==> config.mk <==
export PLATFORM = sky130hd
export DESIGN_NAME = trie_lpm
export DESIGN_NICKNAME = d
export VERILOG_FILES = /design/src/rtl/trie_lpm_pkg.sv /design/src/rtl/trie_node_ram.sv /design/src/rtl/trie_walk_ctrl.sv /design/src/rtl/trie_lpm.sv
export SDC_FILE = /design/constraint.sdc
export NUM_CORES = 1
export LEC_CHECK = 0
export BUFFER_PORTS_ARGS = -buffer_cell sky130_fd_sc_hd__buf_2
export CORE_UTILIZATION = 56
export CTS_CLUSTER_DIAMETER = 30
export CTS_CLUSTER_SIZE = 14
export DETAILED_ROUTE_END_ITERATION = 10
export PLACE_DENSITY = 0.75
export SYNTH_ARGS = -nofsm -noshare
export SYNTH_HDL_FRONTEND = slang
export SYNTH_SLANG_ARGS = --single-unit
==> constraint.sdc <==
create_clock -name clk -period 2.7 [get_ports clk]
set_input_delay 0.135 -clock clk [delete_from_list [all_inputs] [get_ports clk]]
set_output_delay 0.135 -clock clk [all_outputs]
set_load 0.01 [all_outputs]
==> src/rtl/trie_lpm_pkg.sv <==
// Shared widths and the node word layout for the trie matcher.
// Assumes a binary trie with node 0 as root.
package trie_lpm_pkg;
    localparam int ADDR_W  = 32;
    localparam int IDX_W   = 6;
    localparam int HOP_W   = 4;
    localparam int NODES   = 1 << IDX_W;
    localparam int DEPTH_W = $clog2(ADDR_W + 1);

    // One trie node; the first member is the most significant field.
    typedef struct packed {
        logic             lvalid;
        logic             rvalid;
        logic             pfx;
        logic [IDX_W-1:0] lidx;
        logic [IDX_W-1:0] ridx;
        logic [HOP_W-1:0] hop;
    } node_t;

    localparam int NODE_W = $bits(node_t);
endpackage

==> src/rtl/trie_node_ram.sv <==
// Node store: a synchronous write port and an asynchronous read port.
// Assumes writes happen only while no walk is in progress (busy low).
module trie_node_ram
    import trie_lpm_pkg::*;
(
    input  logic             clk,
    input  logic             rst_n,
    input  logic             busy,
    input  logic             wr_en,
    input  logic [IDX_W-1:0] wr_addr,
    input  node_t            wr_data,
    input  logic [IDX_W-1:0] rd_addr,
    output node_t            rd_data
);
    node_t mem [NODES];

    // Store one node word on the write edge.
    always_ff @(posedge clk) begin
        if (wr_en) begin
            mem[wr_addr] <= wr_data;
        end
    end

    // Present the node that the walk is standing on.
    always_comb begin
        rd_data = mem[rd_addr];
    end

    // the table must not be rewritten underneath a running walk.
    p_no_write_busy_r8: assert property (@(posedge clk) disable iff (!rst_n)
        wr_en |-> !busy);
endmodule

==> src/rtl/trie_walk_ctrl.sv <==
// Walk sequencer: takes a request while idle, steps one address bit per
// clock down the trie, tracks the deepest prefix seen and emits the result.
// Assumes rd_data holds the node at rd_idx in the same cycle.
module trie_walk_ctrl
    import trie_lpm_pkg::*;
(
    input  logic              clk,
    input  logic              rst_n,
    input  logic              req_valid,
    input  logic [ADDR_W-1:0] req_addr,
    input  logic [HOP_W-1:0]  dflt_hop,
    input  node_t             rd_data,
    output logic [IDX_W-1:0]  rd_idx,
    output logic              busy,
    output logic [HOP_W-1:0]  res_hop,
    output logic              res_hit,
    output logic              done
);
    typedef enum logic {S_IDLE, S_WALK} state_t;

    state_t              state_q;
    logic [ADDR_W-1:0]   addr_q;
    logic [IDX_W-1:0]    node_q;
    logic [DEPTH_W-1:0]  depth_q;
    logic [HOP_W-1:0]    best_hop_q;
    logic                best_hit_q;

    logic [HOP_W-1:0]    best_hop_n;
    logic                best_hit_n;
    logic                take_right;
    logic                child_ok;
    logic [IDX_W-1:0]    child_idx;

    // Fold the current node into the running best and pick the next child.
    always_comb begin
        best_hop_n = rd_data.pfx ? rd_data.hop : best_hop_q;
        best_hit_n = rd_data.pfx | best_hit_q;
        take_right = addr_q[ADDR_W-1];
        child_idx  = take_right ? rd_data.ridx : rd_data.lidx;
        child_ok   = (depth_q < DEPTH_W'(ADDR_W)) &&
                     (take_right ? rd_data.rvalid : rd_data.lvalid);
    end

    assign rd_idx = node_q;
    assign busy   = (state_q == S_WALK);

    // Sequence the walk and register the result at its end.
    always_ff @(posedge clk) begin
        if (!rst_n) begin
            state_q    <= S_IDLE;
            addr_q     <= '0;
            node_q     <= '0;
            depth_q    <= '0;
            best_hop_q <= '0;
            best_hit_q <= 1'b0;
            res_hop    <= '0;
            res_hit    <= 1'b0;
            done       <= 1'b0;
        end else begin
            done <= 1'b0;
            case (state_q)
                S_IDLE: begin
                    if (req_valid) begin
                        state_q    <= S_WALK;
                        addr_q     <= req_addr;
                        node_q     <= '0;
                        depth_q    <= '0;
                        best_hop_q <= dflt_hop;
                        best_hit_q <= 1'b0;
                    end
                end
                S_WALK: begin
                    best_hop_q <= best_hop_n;
                    best_hit_q <= best_hit_n;
                    if (child_ok) begin
                        node_q  <= child_idx;
                        depth_q <= depth_q + 1'b1;
                        addr_q  <= addr_q << 1;
                    end else begin
                        state_q <= S_IDLE;
                        res_hop <= best_hop_n;
                        res_hit <= best_hit_n;
                        done    <= 1'b1;
                    end
                end
                default: state_q <= S_IDLE;
            endcase
        end
    end

    // depth never passes the address width during a walk.
    p_depth_bound_r2: assert property (@(posedge clk) disable iff (!rst_n)
        busy |-> depth_q <= DEPTH_W'(ADDR_W));

    // done is a single-cycle strobe.
    p_done_pulse_r6: assert property (@(posedge clk) disable iff (!rst_n)
        done |=> !done);

    // the result moves only together with done.
    p_result_hold_r6: assert property (@(posedge clk) disable iff (!rst_n)
        !$stable({res_hop, res_hit}) |-> done);

    // a walk starts only in response to a request.
    p_accept_idle_r7: assert property (@(posedge clk) disable iff (!rst_n)
        $rose(busy) |-> $past(req_valid));
endmodule

==> src/rtl/trie_lpm.sv <==
// Top of the trie longest-prefix matcher: the node store plus the walk
// sequencer. Assumes the trie image is loaded before lookups are issued.
module trie_lpm
    import trie_lpm_pkg::*;
(
    input  logic              clk,
    input  logic              rst_n,
    input  logic              req_valid,
    input  logic [ADDR_W-1:0] req_addr,
    input  logic [HOP_W-1:0]  dflt_hop,
    input  logic              wr_en,
    input  logic [IDX_W-1:0]  wr_addr,
    input  logic [NODE_W-1:0] wr_data,
    output logic [HOP_W-1:0]  res_hop,
    output logic              res_hit,
    output logic              done
);
    node_t            rd_data;
    logic [IDX_W-1:0] rd_idx;
    logic             busy;

    trie_node_ram u_ram (
        .clk     (clk),
        .rst_n   (rst_n),
        .busy    (busy),
        .wr_en   (wr_en),
        .wr_addr (wr_addr),
        .wr_data (node_t'(wr_data)),
        .rd_addr (rd_idx),
        .rd_data (rd_data)
    );

    trie_walk_ctrl u_ctrl (
        .clk       (clk),
        .rst_n     (rst_n),
        .req_valid (req_valid),
        .req_addr  (req_addr),
        .dflt_hop  (dflt_hop),
        .rd_data   (rd_data),
        .rd_idx    (rd_idx),
        .busy      (busy),
        .res_hop   (res_hop),
        .res_hit   (res_hit),
        .done      (done)
    );
endmodule

== Word level (Yosys, flattened, before mapping) ==
Memory sizes are Yosys's and may differ from the RTL's. A register that Yosys moved wholly into a read port is not among the register bits.
Index checks and enable logic that the tools add are counted.
Operators by class
  $lt $le $gt $ge: 1
  mux-type cells: 23
  reduce and logical (&&, ||, !) cells: 4
  bitwise gates (word level): 3
  add/sub/neg operators: 1
  eq/ne operators: 2
Operator list (number)
  32-bit two-way mux: 2
  32-bit case mux with 2 select lines: 1
  6-bit two-way mux: 6
  6-bit case mux with 2 select lines: 2
  4-bit two-way mux: 2
  4-bit case mux with 2 select lines: 1
  1-bit two-way mux: 7
  6-bit by 1-bit adder with 6-bit output, second input constant: 1
  6-bit < comparator, second input constant: 1
  2-bit AND reduction: 3
  2-bit inequality test, second input constant: 2
  1-bit case mux with 2 select lines: 2
  1-bit inverter: 2
  1-bit logical AND: 1
  1-bit bitwise OR: 1
Word-level totals
  RAM bits: 1216
  register bits: 56
  output and inout port bits: 6
  bits of input ports: 65
  memories: 1
Memory list
  u_ram.mem: depth 64, width 19, rd ports 1, clocked after Yosys merged registers in 1, write ports 1, line trie_node_ram.sv:15  | node_t mem [NODES];

== Longest topological paths before layout ==
Gate-level depths: netlist (run 1).
  depth in word-level cells: 6
  gate-level depth with buffers: 12
  mapped depth without buffers: 7

== Modules after synthesis ==
Synthesis (run 1) repeated with hierarchy kept, for this count alone.
Second synthesis, totals
  cell total of the unflattened synthesis: 2383
  area total of the unflattened synthesis: 49506.2 um^2
By module, submodules not included
  trie_node_ram: times used 1, sequential area each 36515.0 um^2, area an instance 46733.6 um^2, cells an instance 2094
  trie_walk_ctrl: times used 1, sequential area each 1121.1 um^2, area an instance 2772.7 um^2, cells an instance 289

== Worst setup path after synthesis (run 1) ==
OpenSTA, ideal clock, no wires.
  path type: reg2reg
  start point: register (tool-made name)
  end point: register (tool-made name)
  buffers on the path: 4
  arrival: 2.768 ns
  setup time: 0.131 ns
  setup slack: -0.199 ns
  stages on the path, launching flop included: 12
  period minus slack after synthesis: 2.899 ns
  path through: dfxtp_1 buf_6 buf_4 buf_4 buf_2 mux4_2 mux4_2 a22oi_1 nand2_1 a221oi_1 mux2_2 nor2_1

==> impl_results.md, run 1 <==
- Critical Path Max Stage Delay: just over 0.6 ns
- Clk buf depth: 3
- Tmin final: ~3.2 ns
- Via-to-Cell Ratio: 6.665
- Yosys top cell area share: 0.7397
- Most frequent cells in the layout: edfxtp_1, mux4_2, clkbuf_16
- IO Pins: 71
- CP cell instances: buf_12 -> buf_6 -> mux4_2 -> a22oi_2 -> a21oi_2 -> or4_4 -> a221o_4 -> clkbuf_16 -> nor2_2 -> a211oi_2
- P_int: 0.03894 W
- Drt pass-1 iters: 5
- All-Layer GR Usage: 0.2953
- Clock sink total: 1,278
- Worst EP required: about 3.3 ns
- Layout cells sized above 1: 0.4265
- HP Class: input port to flip-flop
- Final setup viols: 62
- Final period util: 1.193
- WL/cell: approximately 33 um
- Synth Area in Compound Gates: 0.03077
- Async set-reset flop share out of synthesis: 0
- Remaining antenna violation count: 0
- Switching pwr: 0.01204 W
- Routed wire length: 132,500 um
- Clk root buf: clkbuf_16
- Synth Flop Type: edfxtp_1
- Distinct cell type count after synthesis: 49
- Pwr Total: between 0.05 and 0.06 W
- Area leader, netlist: edfxtp_1
- # fillers: between 4,000 and 5,000
- Pin count of the biggest net entering global routing: 65
- Worst path slowest cell: or4_4
- Syn Nets: 2,325
- Max Cap Viol: 0
- Seq cells post-synth: around 1,300
- Initial DRC count: ~3,400
- Yosys warns: 0
- Pre-CTS setup slack: -0.5269 ns
- CP Buf/Inv Count: 3
- Max_slew headroom: 0.08110
- Clock Pin Slew Worst Setup and Hold Paths: approximately 0.05 ns
- Status: complete, but fails checks
- Maximum VDD drop: 653.1 uV
- GR Util met3: 0.06725
- Logic pwr share: 0.074
- Slew Viols, Final: 0
- Crit. End Element: flip-flop
- Sw Share: 0.2362
- Gr busiest metal: met2
- First-pass GRT wire length: 187,000 um
- Row count: 108
- Final nets: ~2,700
- Vias in the first global route: 27,402
- Commonest non-fill, non-tap cell in the layout: edfxtp_1
- Gpl congestion: ~0.94
- Post-Synth Adder-Cell Area: 0.0002534
- Worst Path Max Fanout: 9
- F_max: 0.3106 GHz
- Number of remaining DRC errors: 0
- Violated checks: negative setup slack
- CTS Buf Count: around 190
- Clock group share of total power: 0.493
- Die H: 298.9 um
- Hold Vio Cnt, Final: 0
- Final Worst Setup Slack: -0.5199 ns
- Setup TNS: -23.41 ns
- Via count: between 20,000 and 30,000
- Syn Inst Count: ~2,300
- Clock Skews: 0.03276 ns
- EDFF count, synth: 1,216
- Met1 Usage GRT: 0.3750
- RSZ-0062 raised after global routing: true
- Htree depth: 4
- Critical Path AT: 3.86 ns
- Register share of total power: 0.434
- Post-DP HPWL: 67,880 um
- Delay-heaviest family, CP: compound AO/OA/AOI/OAI gates
- Xor/xnor share of the synthesized area: 0
- Leakage power: 19.36 nW
- PD cells: 839.8 nW/um^2
- Clk Latency, worst-skew pair: 0.79 ns
- Die ar.: 89,350 sq um
- Area contributors post-synth: edfxtp_1, mux4_2, dfxtp_1
- Syn avg cell area: approximately 22 sq um
- Mux contribution to synthesized area: 0.1696
- Met2 usage: 0.4890
- Port-buffer cells: 70
- Main combinational cell family by area after synthesis: multiplexers
- Synth Area in Simple Gates: 0.02104
- Die width: 298.9 um
- Core footprint: 87,020 sq um
- Seq/Total Area, Yosys: 0.7648
- Synthesis-to-finish area growth: 22.97%
- Initial Util: 0.5673
- CTS tree: built
- Initial antenna violation count: 5
- Transition time of the tightest slew-check pin: 1.378 ns
- Mapped cell area: 49,370 sq um
- GRT overflow: 0
- WS Path Type: flip-flop to flip-flop
- Startpoint class of the critical path: flip-flop
==> kinds of logic (layout without fill, tap and decap cells) <==
group,Yosys count,after routing
mux,418,418
fa+ha+maj,1,1
flops,1278,1278
other cells,0,4
compound gates,188,189
simple gates,237,237
buf+inv,137,695
==> registers in the layout, summed over array words and instances, names as in the netlist, named ones only <==
signal	cells
u_ram.mem	1216
u_ctrl.addr_q	32
u_ctrl.depth_q	6
u_ctrl.rd_idx	6
u_ctrl.best_hop_q	4
u_ctrl.res_hop	4
u_ctrl.best_hit_q	1
u_ctrl.busy	1
u_ctrl.done	1
u_ctrl.res_hit	1
==> per-layer routing <==
| metal | share of wire | vias up |
|---|---|---|
| met5 | 0.00031 | - |
| met4 | 0.045 | 6 |
| li1 | - | 10400 |
| met1 | 0.35 | 13839 |
| met2 | 0.51 | 1880 |
| met3 | 0.098 | 383 |
==> repair_timing <==
item                       in CTS  in global routing
gates cloned                    7                  6
gates resized for setup        68                 74
setup buffers                  10                  9
hold endpoints to repair      209                  0
hold buffers                   51                  0
setup endpoints to repair      62                 62
pin swaps                       8                 18
==> cell usage after synthesis, types with 4 or more instances <==
cell type  count
inv_1          5
o22ai_1       24
buf_4         15
mux2i_1       35
mux2_2        51
buf_1         12
nand2b_1       6
buf_2         31
nor2b_1       11
mux4_2       328
a221oi_1       6
a211oi_2      31
buf_6          8
dfxtp_1       62
mux2_4         4
nand2_1       42
nand3_1        8
a211oi_1      21
a22oi_1       68
nor3_1         7
nand3b_1       4
and2_1         6
a21oi_1       20
edfxtp_1    1216
nor2_1       136
clkbuf_1      66
==> final cells by class <==
class	count	area, sq um	area share
timing repair buffer	335	3181	0.05239
tap	1155	1445	0.02381
sequential	1278	37770	0.6221
antenna	4	10.01	0.0001649
inverter	5	21.27	0.0003504
multi-input combinational	845	11660	0.1922
clock buffer	218	4880	0.08038
clock inverter	137	1738	0.02863
==> stage by stage <==
stage / std cells / instance area (sq um) / utilization / hold WS [ns]
floorplan: 2259 / 49570 / - / 0.2339
global placement: 3537 / 52520 / 0.6035 / 0.3765
detailed placement: 3537 / 52520 / 0.6035 / 0.3833
CTS: 3960 / 60170 / 0.6915 / 0.002102
global route: 3973 / 60700 / 0.6975 / 0.04213
finish: 3977 / 60710 / 0.6976 / 0.05444
==> power by group through the flow <==
stage	clock, W	combinational [W]	sequential (W)
finish	0.0251	0.00376	0.0221
global route	0.0261	0.00389	0.0221
CTS	0.0252	0.00349	0.0221
detailed placement	0	0.00318	0.0225
global placement	0	0.00308	0.0224
floorplan	0	0.00196	0.0224
==> final timing paths <==
| check | from | to | slack, ns | cells past startpoint |
|---|---|---|---|---|
| max | flip-flop | u_ctrl.addr_q[9]$_SDFFE_PN0P_ | -0.52 | 10 |
| min | wr_data[1] | u_ram.mem[58][1]$_DFFE_PP_ | 0.05 | 2 |
| max reg2reg | flip-flop | u_ctrl.addr_q[9]$_SDFFE_PN0P_ | -0.52 | 10 |
| min reg2reg | u_ctrl.res_hit$_SDFFE_PN0P_ | u_ctrl.res_hit$_SDFFE_PN0P_ | 0.49 | 2 |
Note: power is estimated with default switching activity, not from simulation.
==> run 2, diff against run 1 <==
==> constraint.sdc (replaced) <==
create_clock -name clk -period 2.7 [get_ports clk]
set_input_delay 0.405 -clock clk [delete_from_list [all_inputs] [get_ports clk]]
set_output_delay 0.405 -clock clk [all_outputs]
set_load 0.01 [all_outputs]
==> impl_results.md, run 2 (synthesis gave the netlist of run 1 again) <==
- Status: complete, but fails checks
- Hold Vio Cnt, Final: 0 (unchanged)
- HP Class: input port to flip-flop
- Gpl congestion: 0.9474 (+0.70%)
- Final Core Density: 0.6933 (-0.004314)
- Setup TNS: -21.67 ns (+1.745 ns)
- Vias in the first global route: 27,389 (-0.047%)
- Crit path top cell by count: buf_12
- Worst EP required: 3.32 ns (-0.02 ns)
- Violated checks: negative setup slack
- Worst Path Max Fanout: 15 (+6)
- Die ar.: 89,350 sq um (unchanged)
- Clock Skews: 0.01780 ns (-0.01495 ns)
- Worst reg-to-reg setup slack: -0.44 ns (+0.08 ns)
- Top Metal Used: met5
- Synthesis-to-finish area growth: 22.21%
- Routed wl met3: 11,910 um (-8.3%)
- Initial antenna violation count: 10 (+5)
- Met2 WL post-DR: 65,810 um (-3.0%)
- Clk Latency, worst-skew pair: 0.76 ns (-0.03 ns)
- Crit. End Element: flip-flop
- Tmin final: 3.139 ns (-0.08122 ns)
- Max Cap Viol: 0 (unchanged)
- Clock sink total: 1,278 (unchanged)
- Htree depth: 4 (unchanged)
- WHS Path Cells: 3 (+1)
- Maximum VDD drop: 759.7 uV (+16%)
- M1 WL: 44,460 um (-2.9%)
- Commonest non-fill, non-tap cell in the layout: edfxtp_1
- Initial DRC count: 3,321 (-1.3%)
- Most frequent cells in the layout: edfxtp_1, mux4_2, clkbuf_16
- Critical Path Max Stage Delay: 0.62 ns (about the same)
- Top reg by flops: u_ram.mem
- WS Path Type: flip-flop to flip-flop
- Pwr Total: 0.05086 W (-0.24%)
- Leakage power: 19.22 nW (-0.71%)
- Via-to-Cell Ratio: 6.638 (-0.42%)
- CP cell instances: buf_12 -> mux4_2 -> a22oi_2 -> a211oi_1 -> or4_4 -> a221o_4 -> buf_12 -> nor2_4 -> a211oi_4
- Number of remaining DRC errors: 0 (unchanged)
- Drt pass-1 iters: 5 (unchanged)
- Port-buffer cells: 70 (unchanged)
- Post-DP HPWL: 67,190 um (-1.0%)
- Clk buf depth: 3 (unchanged)
- Clock Pin Slew Worst Setup and Hold Paths: 0.06 ns (about the same)
- Startpoint class of the critical path: flip-flop
- Die H: 298.9 um (unchanged)
- Critical Path AT: 3.76 ns (-0.10 ns)
- Remaining antenna violation count: 0 (unchanged)
- R2R depth: 9 (-1)
- Via count: 26,159 (-1.3%)
- Core footprint: 87,020 sq um (unchanged)
- Routed wire length: 127,800 um (-3.6%)
- Dpl cells: 3,544 (+0.20%)
- Regs by FF count: u_ram.mem x1216, u_ctrl.addr_q x32
- GRT overflow: 0 (unchanged)
- Final Non-Filler Cells: 3,941 (-0.91%)
- Pin count of the biggest net entering global routing: 65 (unchanged)
- Row count: 108 (unchanged)
- # fillers: 4,927 (+2.8%)
- PD cells: 843.0 nW/um^2 (+0.38%)
- Die width: 298.9 um (unchanged)
- F_max: 0.3186 GHz (+2.6%)
- CTS tree: built
- All-Layer GR Usage: 0.2854 (-0.009841)
- Hold endpoint: u_ctrl.addr_q[10]$_SDFFE_PN0P_
- Worst path slowest cell: or4_4
- Final period util: 1.162 (-0.03008)
- WL/cell: 32.43 um (-2.7%)
- Largest register FFs: 1,216 (unchanged)
- Reg2reg end: u_ctrl.addr_q[15]$_SDFFE_PN0P_
- CTS Buf Count: 186 (-1.6%)
- Placed cell areas: 52,650 sq um (+0.24%)
- Final instance area: 60,330 sq um (-0.62%)
- First-pass GRT wire length: 182,700 um (-2.3%)
- Min-delay src: req_addr[10]
- Layout cells sized above 1: 0.4383 (+0.01174)
- RSZ-0062 raised after global routing: true
- Transition time of the tightest slew-check pin: 1.213 ns (-0.1649 ns)
- Max_slew headroom: 0.1848 (+0.1037)
- Final Worst Setup Slack: -0.4386 ns (+0.08122 ns)
- Final setup viols: 62 (unchanged)
- IO Pins: 71 (unchanged)
- Final nets: 2,680 (-1.5%)
- Initial Util: 0.5673 (unchanged)
- Clk root buf: clkbuf_16
- Slew Viols, Final: 0 (unchanged)
run 2: worst max-delay path by stage:
stage                                      to  cells after the start
2_1_floorplan  u_ctrl.addr_q[30]$_SDFFE_PN0P_                     11
3_3_place_gp                        flip-flop                     10
3_5_place_dp    u_ctrl.rd_idx[4]$_SDFFE_PN0P_                     10
4_1_cts        u_ctrl.addr_q[25]$_SDFFE_PN0P_                     10
5_1_grt                             flip-flop                     10
6_report       u_ctrl.addr_q[15]$_SDFFE_PN0P_                      9
run 2: per-layer routing:
layer | track usage | up-vias
li1 | - | 10321
met1 | 0.3620 | 13740
met2 | 0.4728 | 1749
met3 | 0.06100 | 345
met4 | 0.1376 | 4
met5 | 0 | -
run 2: area by class of cell:
class	count	area, sq um	area share
multi-input cells	844	11650	0.1931
flip-flops and latches	1278	37770	0.6260
well taps	1155	1445	0.02395
repair buffers	299	2872	0.04760
diodes	7	17.52	0.0002903
clock buffers	203	4803	0.07962
inverters	5	21.27	0.0003526
clock inverters	150	1758	0.02914
run 2: what timing repair did:
action                                  CTS  global route
gates resized for setup                  88            54
hold buffers                              6             0
endpoints found under the setup margin   62            62
pin swaps                                 7             9
cloned                                    5             4
setup buffers                            12            11
hold endpoints to repair                  9             0
run 2: per-stage QoR:
stage,hold slack [ns],worst slack (ns)
6_report,0.02813,-0.4386
4_1_cts,0.0008180,-0.3295
2_1_floorplan,0.4473,-0.1000
3_5_place_dp,0.4794,-0.5098
3_3_place_gp,0.4576,-0.3880
5_1_grt,0.02664,-0.4513
run 2: critical path, delay by kind of cell (launching register included):
kind	cells	cell delay, ns
AO/OA/AOI/OAI	4	0.86
buffers and inverters	2	0.39
flip-flops	1	0.45
multiplexers	1	0.55
AND/OR/NAND/NOR	2	0.75
run 2: power breakdown:
group,total (W),switching [W],internal (W)
clock network,0.0251,0.00961,0.0155
registers,0.0221,0.000148,0.0219
logic,0.00366,0.00204,0.00161
total,0.0509,0.0118,0.0391
